File: config.mk
export PLATFORM = sky130hd
export DESIGN_NAME = periodic_rate_gen
export DESIGN_NICKNAME = d
export VERILOG_FILES = /design/src/rtl/rpg_pkg.sv /design/src/rtl/rpg_rate_decode.sv /design/src/rtl/rpg_change_detect.sv /design/src/rtl/rpg_tick_divider.sv /design/src/rtl/rpg_event_out.sv /design/src/rtl/periodic_rate_gen.sv
export SDC_FILE = /design/constraint.sdc
export NUM_CORES = 1
export LEC_CHECK = 0
export CORE_MARGIN = 1
export CORE_UTILIZATION = 55
export CTS_CLUSTER_DIAMETER = 150
export DETAILED_ROUTE_END_ITERATION = 8
export HOLD_SLACK_MARGIN = 0.08
export PLACE_DENSITY = 0.78
export SLEW_MARGIN = 20
export SYNTH_ARGS = -nofsm -noshare
export SYNTH_HDL_FRONTEND = slang
export SYNTH_SLANG_ARGS = --single-unit
File: constraint.sdc
create_clock -name clk -period 2.8 [get_ports clk]
set_input_delay 0.56 -clock clk [delete_from_list [all_inputs] [get_ports clk]]
set_output_delay 0.56 -clock clk [all_outputs]
set_load 0.05 [all_outputs]
File: src/rtl/rpg_pkg.sv
package rpg_pkg;
  typedef enum logic [1:0] {
    RC_OFF    = 2'd0,
    RC_ALIAS  = 2'd1,
    RC_DIRECT = 2'd2
  } rate_class_e;
endpackage

File: src/rtl/rpg_rate_decode.sv
module rpg_rate_decode
  import rpg_pkg::*;
#(
  parameter int CODE_W    = 4,
  parameter int ALIAS_TOP = 2,
  parameter int ALIAS_ADD = 7
) (
  input  logic [CODE_W-1:0] code,
  input  logic              enable,
  output logic              active,
  output logic [CODE_W-1:0] exponent
);
  rate_class_e       cls;
  logic [CODE_W-1:0] eff_code;

  always_comb begin
    if (code == '0)
      cls = RC_OFF;
    else if (code <= CODE_W'(ALIAS_TOP))
      cls = RC_ALIAS;
    else
      cls = RC_DIRECT;
  end

  always_comb begin
    unique case (cls)
      RC_ALIAS:  eff_code = code + CODE_W'(ALIAS_ADD);
      RC_DIRECT: eff_code = code;
      default:   eff_code = CODE_W'(1);
    endcase
  end

  assign exponent = eff_code - CODE_W'(1);
  assign active   = enable && (cls != RC_OFF);
endmodule

File: src/rtl/rpg_change_detect.sv
module rpg_change_detect #(
  parameter int CODE_W = 4
) (
  input  logic              clk,
  input  logic              rst_n,
  input  logic              clr,
  input  logic [CODE_W-1:0] code,
  input  logic              enable,
  output logic              reload
);
  logic [CODE_W-1:0] code_q;
  logic              enable_q;

  always_ff @(posedge clk or negedge rst_n) begin
    if (!rst_n) begin
      code_q   <= '0;
      enable_q <= 1'b0;
    end else begin
      code_q   <= code;
      enable_q <= enable;
    end
  end

  assign reload = clr || (code != code_q) || (enable != enable_q);
endmodule

File: src/rtl/rpg_tick_divider.sv
module rpg_tick_divider #(
  parameter int CODE_W = 4,
  parameter int CNT_W  = 14
) (
  input  logic              clk,
  input  logic              rst_n,
  input  logic              tick,
  input  logic              reload,
  input  logic              active,
  input  logic [CODE_W-1:0] exponent,
  output logic              hit
);
  logic [CNT_W-1:0] count;
  logic [CNT_W:0]   span;
  logic [CNT_W-1:0] last;
  logic             at_last;

  assign span    = {{CNT_W{1'b0}}, 1'b1} << exponent;
  assign last    = CNT_W'(span - 1'b1);
  assign at_last = (count == last);
  assign hit     = active && tick && !reload && at_last;

  always_ff @(posedge clk or negedge rst_n) begin
    if (!rst_n)
      count <= '0;
    else if (reload || !active)
      count <= '0;
    else if (tick)
      count <= at_last ? '0 : count + 1'b1;
  end
endmodule

File: src/rtl/rpg_event_out.sv
module rpg_event_out #(
  parameter int          STAT_W    = 8,
  parameter logic [STAT_W-1:0] FLAG_MASK = 8'hC0
) (
  input  logic              clk,
  input  logic              rst_n,
  input  logic              hit,
  output logic              evt,
  output logic [STAT_W-1:0] mask
);
  always_ff @(posedge clk or negedge rst_n) begin
    if (!rst_n) begin
      evt  <= 1'b0;
      mask <= '0;
    end else begin
      evt  <= hit;
      mask <= hit ? FLAG_MASK : '0;
    end
  end
endmodule

File: src/rtl/periodic_rate_gen.sv
module periodic_rate_gen #(
  parameter int                CODE_W    = 4,
  parameter int                STAT_W    = 8,
  parameter logic [STAT_W-1:0] FLAG_MASK = 8'hC0
) (
  input  logic              clk,
  input  logic              rst_n,
  input  logic              clr,
  input  logic              tick,
  input  logic [CODE_W-1:0] rate_code,
  input  logic              pie_en,
  output logic              periodic_evt,
  output logic [STAT_W-1:0] flag_set
);
  localparam int CNT_W = (1 << CODE_W) - 2;

  logic              active;
  logic [CODE_W-1:0] exponent;
  logic              reload;
  logic              hit;

  rpg_rate_decode #(.CODE_W(CODE_W)) u_decode (
    .code     (rate_code),
    .enable   (pie_en),
    .active   (active),
    .exponent (exponent)
  );

  rpg_change_detect #(.CODE_W(CODE_W)) u_change (
    .clk    (clk),
    .rst_n  (rst_n),
    .clr    (clr),
    .code   (rate_code),
    .enable (pie_en),
    .reload (reload)
  );

  rpg_tick_divider #(.CODE_W(CODE_W), .CNT_W(CNT_W)) u_div (
    .clk      (clk),
    .rst_n    (rst_n),
    .tick     (tick),
    .reload   (reload),
    .active   (active),
    .exponent (exponent),
    .hit      (hit)
  );

  rpg_event_out #(.STAT_W(STAT_W), .FLAG_MASK(FLAG_MASK)) u_out (
    .clk   (clk),
    .rst_n (rst_n),
    .hit   (hit),
    .evt   (periodic_evt),
    .mask  (flag_set)
  );
endmodule

======== Word level (Yosys, flattened, before mapping) ========
Index checks and enable logic that the tools add are counted.
operators by class
  add/sub/neg operators ................... 4
  order comparisons ....................... 1
  equality and inequality tests ........... 5
  shift-type cells ........................ 1
  muxes and demuxes ....................... 7
  reductions and logical operators ........ 12
operator list
  kind                     count
  $mux W14                 3
  $add A14 B1 Y14 const B  1
  $eq A14 B14 Y1           1
  $shl A1 B4 Y14 const A   1
  $sub A14 B1 Y14 const B  1
  $mux W8                  1
  $pmux W4 S2              1
  $add A4 B3 Y4 const B    1
  $le A4 B2 Y1 const B     1
  $logic_and A1 B1 Y1      4
  $logic_not A4 Y1         1
  $mux W2                  2
  $ne A4 B4 Y1             1
  $reduce_bool A2 Y1       2
  $sub A4 B1 Y4 const B    1
  $logic_or A1 B1 Y1       3
  $eq A2 B1 Y1 const B     1
  $eq A2 B2 Y1 const B     1
  $logic_not A1 Y1         2
  $ne A1 B1 Y1             1
word-level totals
  bits in registers ....................... 28
  input port bits ......................... 9
  output and inout port bits .............. 9
  word-level logic and storage cells ...... 35

======== Depth between registers and ports, before layout ========
Gate-level depths: netlist of run 1.
  depth after elaboration ................. 12
  mapped depth ............................ 20
  mapped depth without buffers ............ 16

======== Cells and area by module ========
Synthesis of run 1 repeated with hierarchy kept, for this count alone.
unflattened totals
  cell total of the unflattened synthesis .. 224
  area, all modules ....................... 1799.2 um2
by module, submodules not included
  module             instances  cells each  area each (um2)  sequential area each (um2)
  rpg_tick_divider   1          179         1357.6           350.3
  rpg_change_detect  1          12          181.4            125.1
  rpg_rate_decode    1          23          171.4            0.0
  rpg_event_out      1          10          88.8             25.0

======== Worst setup path before layout of run 1 ========
OpenSTA, ideal clock, no wires.
  path type ............................... input port to flip-flop
  start point ............................. in rate_code[0]
  end point ............................... reg u_div.count[10]
  setup time .............................. 0.119 ns
  data arrival time ....................... 4.418 ns
  required time ........................... 2.681 ns
  slack ................................... -1.737 ns
  cell stages on the path ................. 20
  path buffers ............................ 4
  cell sequence ........................... clkbuf_1 > inv_1 > ha_1 > or3b_1 > a21oi_1 > nor2_2 > buf_2 > nand3b_1 > ha_1 > buf_2 > nor4b_1 > o21ai_1 > xnor2_1 > or3_1 > a221o_1 > o2bb2ai_1 > nor4_2 > a21o_2 > buf_6 > nor2_1
on the way
  cells in the longest elaborated chain, start to end .. 12
  elaborated cells between the ends (all ways) .. 23
  those cells by class .................... add/sub (3); order compare (1); eq/ne (4); shift (1); mux (6); reduce/logical (8)
RTL lines
  item                                                 line                     RTL
  start, declared                                      periodic_rate_gen.sv:10  input logic [CODE_W-1:0] rate_code,
  $le A4 B2 Y1                                         rpg_rate_decode.sv:19    else if (code <= CODE_W'(ALIAS_TOP))
  $mux W2                                              rpg_rate_decode.sv:19
  $mux W2                                              rpg_rate_decode.sv:17    if (code == '0)
  $eq A2 B2 Y1 / $eq A2 B1 Y1 (equally long branches)  rpg_rate_decode.sv:26    unique case (cls)
  $pmux W4 S2                                          rpg_rate_decode.sv:26
  $sub A4 B1 Y4                                        rpg_rate_decode.sv:33    assign exponent = eff_code - CODE_W'(1);
  $shl A1 B4 Y14                                       rpg_tick_divider.sv:18   assign span = {{CNT_W{1'b0}}, 1'b1} << exponent;
  $sub A14 B1 Y14                                      rpg_tick_divider.sv:19   assign last = CNT_W'(span - 1'b1);
  $eq A14 B14 Y1                                       rpg_tick_divider.sv:20   assign at_last = (count == last);
  $mux W14                                             rpg_tick_divider.sv:29   count <= at_last ? '0 : count + 1'b1;
  $mux W14                                             rpg_tick_divider.sv:28   else if (tick)
  $mux W14                                             rpg_tick_divider.sv:26   else if (reload || !active)
  end signal, assigned                                 rpg_tick_divider.sv:29
  end, declared                                        rpg_tick_divider.sv:13   logic [CNT_W-1:0] count;
Several ways; a longest one is shown, not always the timed one. The select of a mux whose other input is x is not followed.
A chain may end at the register's enable or synchronous reset.

======== Final worst setup path of run 1 ========
  start point ............................. in rate_code[1]
  end point ............................... reg u_div.count[1]
The elaborated chain is that of the path after synthesis.

==> results of run 1 <==
-- per-stage QoR --
stage | instance area, sq um | instances | utilization (%)
after CTS | 2040 | 258 | 72.3
after global routing | 2100 | 259 | 74.2
after floorplan | 1780 | 204 | -
after detailed placement | 1950 | 251 | 68.9
after global placement | 1950 | 251 | 68.9
final | 2100 | 259 | 74.2
-- flip-flops by register name, summed over array words and instances (netlist names) --
| register | flops |
|---|---|
| u_change.code_q | 4 |
| u_div.count | 14 |
| u_out.mask | 1 |
| u_change.enable_q | 1 |
-- path summary, 6_finish.rpt --
path | to | start | depth (start not counted)
max in group asynchronous | u_div.count[11] | rst_n | 1
hold / removal | u_change.code_q[1] | rate_code[1] | 2
hold reg to reg | u_div.count[1] | u_div.count[1] | 2
setup reg to reg | u_div.count[1] | u_div.count[4] | 9
setup / recovery | u_div.count[1] | rate_code[1] | 18
min in group asynchronous | u_div.count[12] | rst_n | 1
-- logic make-up after synthesis --
logic type / count (synthesis) / synth area share (%)
fa+ha+maj: 4 / 2.99
mux: 2 / 1.27
simple gates: 83 / 27.1
xor+xnor: 21 / 11.0
flops: 20 / 29.9
compound gates: 42 / 18.1
buf+inv: 26 / 9.48
other cells: 1 / 0.224
-- layout make-up --
cell class	count	share of cell area, %
flip-flops and latches	20	23.8
repair buffers	40	16.2
inverters	5	1.37
multi-input cells	159	55.0
clock buffers	4	1.73
well taps	31	1.85
-- critical path, stage by stage --
cell and delay, ps:
buf_8 110, ha_4 160, or3b_4 400, a21oi_4 170, nor2_4 50, nand3b_1 170
ha_2 200, nor4b_2 200, o21ai_1 110, xnor2_1 130, or3_1 300, a221o_1 320
o2bb2ai_2 130, nor4_2 190, buf_4 180, buf_6 110, nand3b_1 110, a21oi_1 80
-- cell usage in the layout, fill, tap and decap left out, drive strengths merged, types with 3 or more instances in the layout --
master / count
buf: 31
nor2: 23
dfrtp: 20
a21oi: 14
xnor2: 11
xor2: 10
nand2: 10
nand3: 9
nor3: 7
clkdlybuf4s50: 7
conb: 6
nand4: 5
inv: 5
clkbuf: 5
nand3b: 4
nand2b: 4
and3: 4
o21ai: 4
a21o: 4
ha: 4
and2: 3
or3: 3
-- power groups by stage --
stage               clock (uW)  sequential, uW  combinational, uW
floorplan                    0             299                135
global placement             0             299                175
detailed placement           0             300                183
CTS                        170             294                188
global route               180             295                214
finish                     169             294                199
-- synthesized netlist by cell type, types with 4 or more instances --
library cell,instances,area [sq um]
nor2_1,22,82.6
dfrtp_1,20,500
a21oi_1,14,70.1
xnor2_1,11,96.3
xor2_1,10,87.6
buf_4,9,67.6
nand2_1,9,33.8
nand3_1,9,45.0
nor3_1,7,35.0
clkbuf_1,5,18.8
inv_1,5,18.8
nand4_1,5,31.3
and3_1,4,25.0
buf_2,4,20.0
ha_1,4,50.1
nand2b_1,4,25.0
nand3b_1,4,30.0
-- what timing repair did --
| action | CTS | global route |
|---|---|---|
| pin swaps | 17 | 6 |
| gates resized for setup | 23 | 18 |
| endpoints found under the setup margin | 15 | 15 |
| buffers inserted | 2 | 1 |
| gates cloned | 1 | 0 |
| hold buffers | 0 | 0 |
-- per-layer routing --
metal,vias up,wire (um)
li1,760,-
met1,808,1930
met2,71,2290
met3,11,300
met4,0,116
met5,-,0
==> flow_summary_export.csv, run 1 <==
group,metric,value,unit
run_status,status,"finished, violations left",
run_status,violations,"DRC, setup timing",
yosys,synth_seq_cells,20,
yosys,synth-main-ff-cell,"dfrtp_1",
finish,layout.area.seq,500,sq um
placed_design,dp_hpwl,3310,um
route,wl,4640,um
setup_path,start_kind,"input pin",
global_route,grt_pass1_vias,1621,
cts,clkLatencyLatePin,310,ps
power,seqPwrFrac,44.4,%
global_route,grt_pass1_wl,7500,um
yosys,async_flop_share,100,%
global_route,grt_max_degree,21,
power,power.density,316,nW/um^2
placed_design,dpl_worst_slack,-1590,ps
floorplanning,die_h,57.2,um
sta,whs,506,ps
route,vias,1650,
cts,cts_sinks,20,
route,wl_per_cell,17.9,um
cts,h-tree-depth,1,
floorplanning,die_w,57.2,um
route,drc,2,
global_route,grt_overflow_total,0,
finish,drive_gt1_share,30.3,%
floorplanning,die_area,3270,sq um
floorplanning,row_count,19,
cts,cts_tree,"yes",
global_route,use_met1,40.4,%
route,dr.pass1.iters,6,
global_route,top_usage_layer,"met2",
sta,skew,5.38,ps
sta,rsz0062_at_grt,"yes",
global_route,use_met3,2.27,%
finish,antenna_cells,0,
placed_design,numPortBuffers,11,
setup_path,path_max_fanout,4,
sta,finalSetupTns,-9060,ps
finish,multiInputGateArea,1150,sq um
global_route,track_usage,30.1,%
floorplanning,io_pins,18,
power,clock_power_share,25.5,%
cts,clockBufferDepth,2,
global_route,use_met2,49.7,%
setup_path,criticalPathCategory,"in -> reg",
sta,fmax,288,MHz
sta,relSlewSlack,40.2,%
sta,min_period,3480,ps
floorplanning,core_area,2830,sq um
yosys,synth_edf_count,0,
finish,nets,242,
setup_path,endpoint_kind,"flop",
route,ant_nets,0,
placed_design,gp_congestion,0.889,
power,power_switching_share,30.9,%
power,power_frac_comb,30.1,%
sta,tightest_slew,894,ps
finish,fillers,201,
setup_path,arrival,3680,ps
sta,drv_slew,0,
finish,syn2layout_area_growth,25.3,%
yosys,synth.cell_area,1680,sq um
global_route,grt_antenna_before_repair,0,
yosys,syn_inst,199,
sta,hold_viol_final,0,
setup_path,cp.required,3000,ps
power,vdd_drop_max,364,uV
sta,worst_slack,-676,ps
sta,finalSetupViolCount,15,
route,drt_iter0_markers,154,
power,switching_power,205,uW
yosys,avgSynthCellArea,8.42,sq um
cts,clockRootBuffer,"clkbuf_4",
yosys,ys_seq_area_share,29.9,%
cts,clk_pin_slew_worst_paths,110,ps
floorplanning,initial_core_util,59.2,%
yosys,ys_warn_count,0,
power,p_int,458,uW
power,power.total,663,uW
power,p_leak,0.000821,uW
yosys,synth_cell_types,57,
route,viasPerCell,6.37,
cts,cts_made_buffers,3,
flow_run,cap_violations,0,
setup_path,rrSetupSlack,680,ps
hold_path,holdCritPathClass,"in -> reg",
sta,timing.final.crit_share,124,%
Note: power is estimated with default switching activity, not from simulation.
==> run 2, diff against run 1 <==
--- a/config.mk
+++ b/config.mk
@@ -11,7 +11,6 @@
 export DETAILED_ROUTE_END_ITERATION = 8
 export HOLD_SLACK_MARGIN = 0.08
 export PLACE_DENSITY = 0.78
-export SLEW_MARGIN = 20
 export SYNTH_ARGS = -nofsm -noshare
 export SYNTH_HDL_FRONTEND = slang
 export SYNTH_SLANG_ARGS = --single-unit
==> results of run 2 <==
Final layout, timing and power as in run 1 (identical DEF).
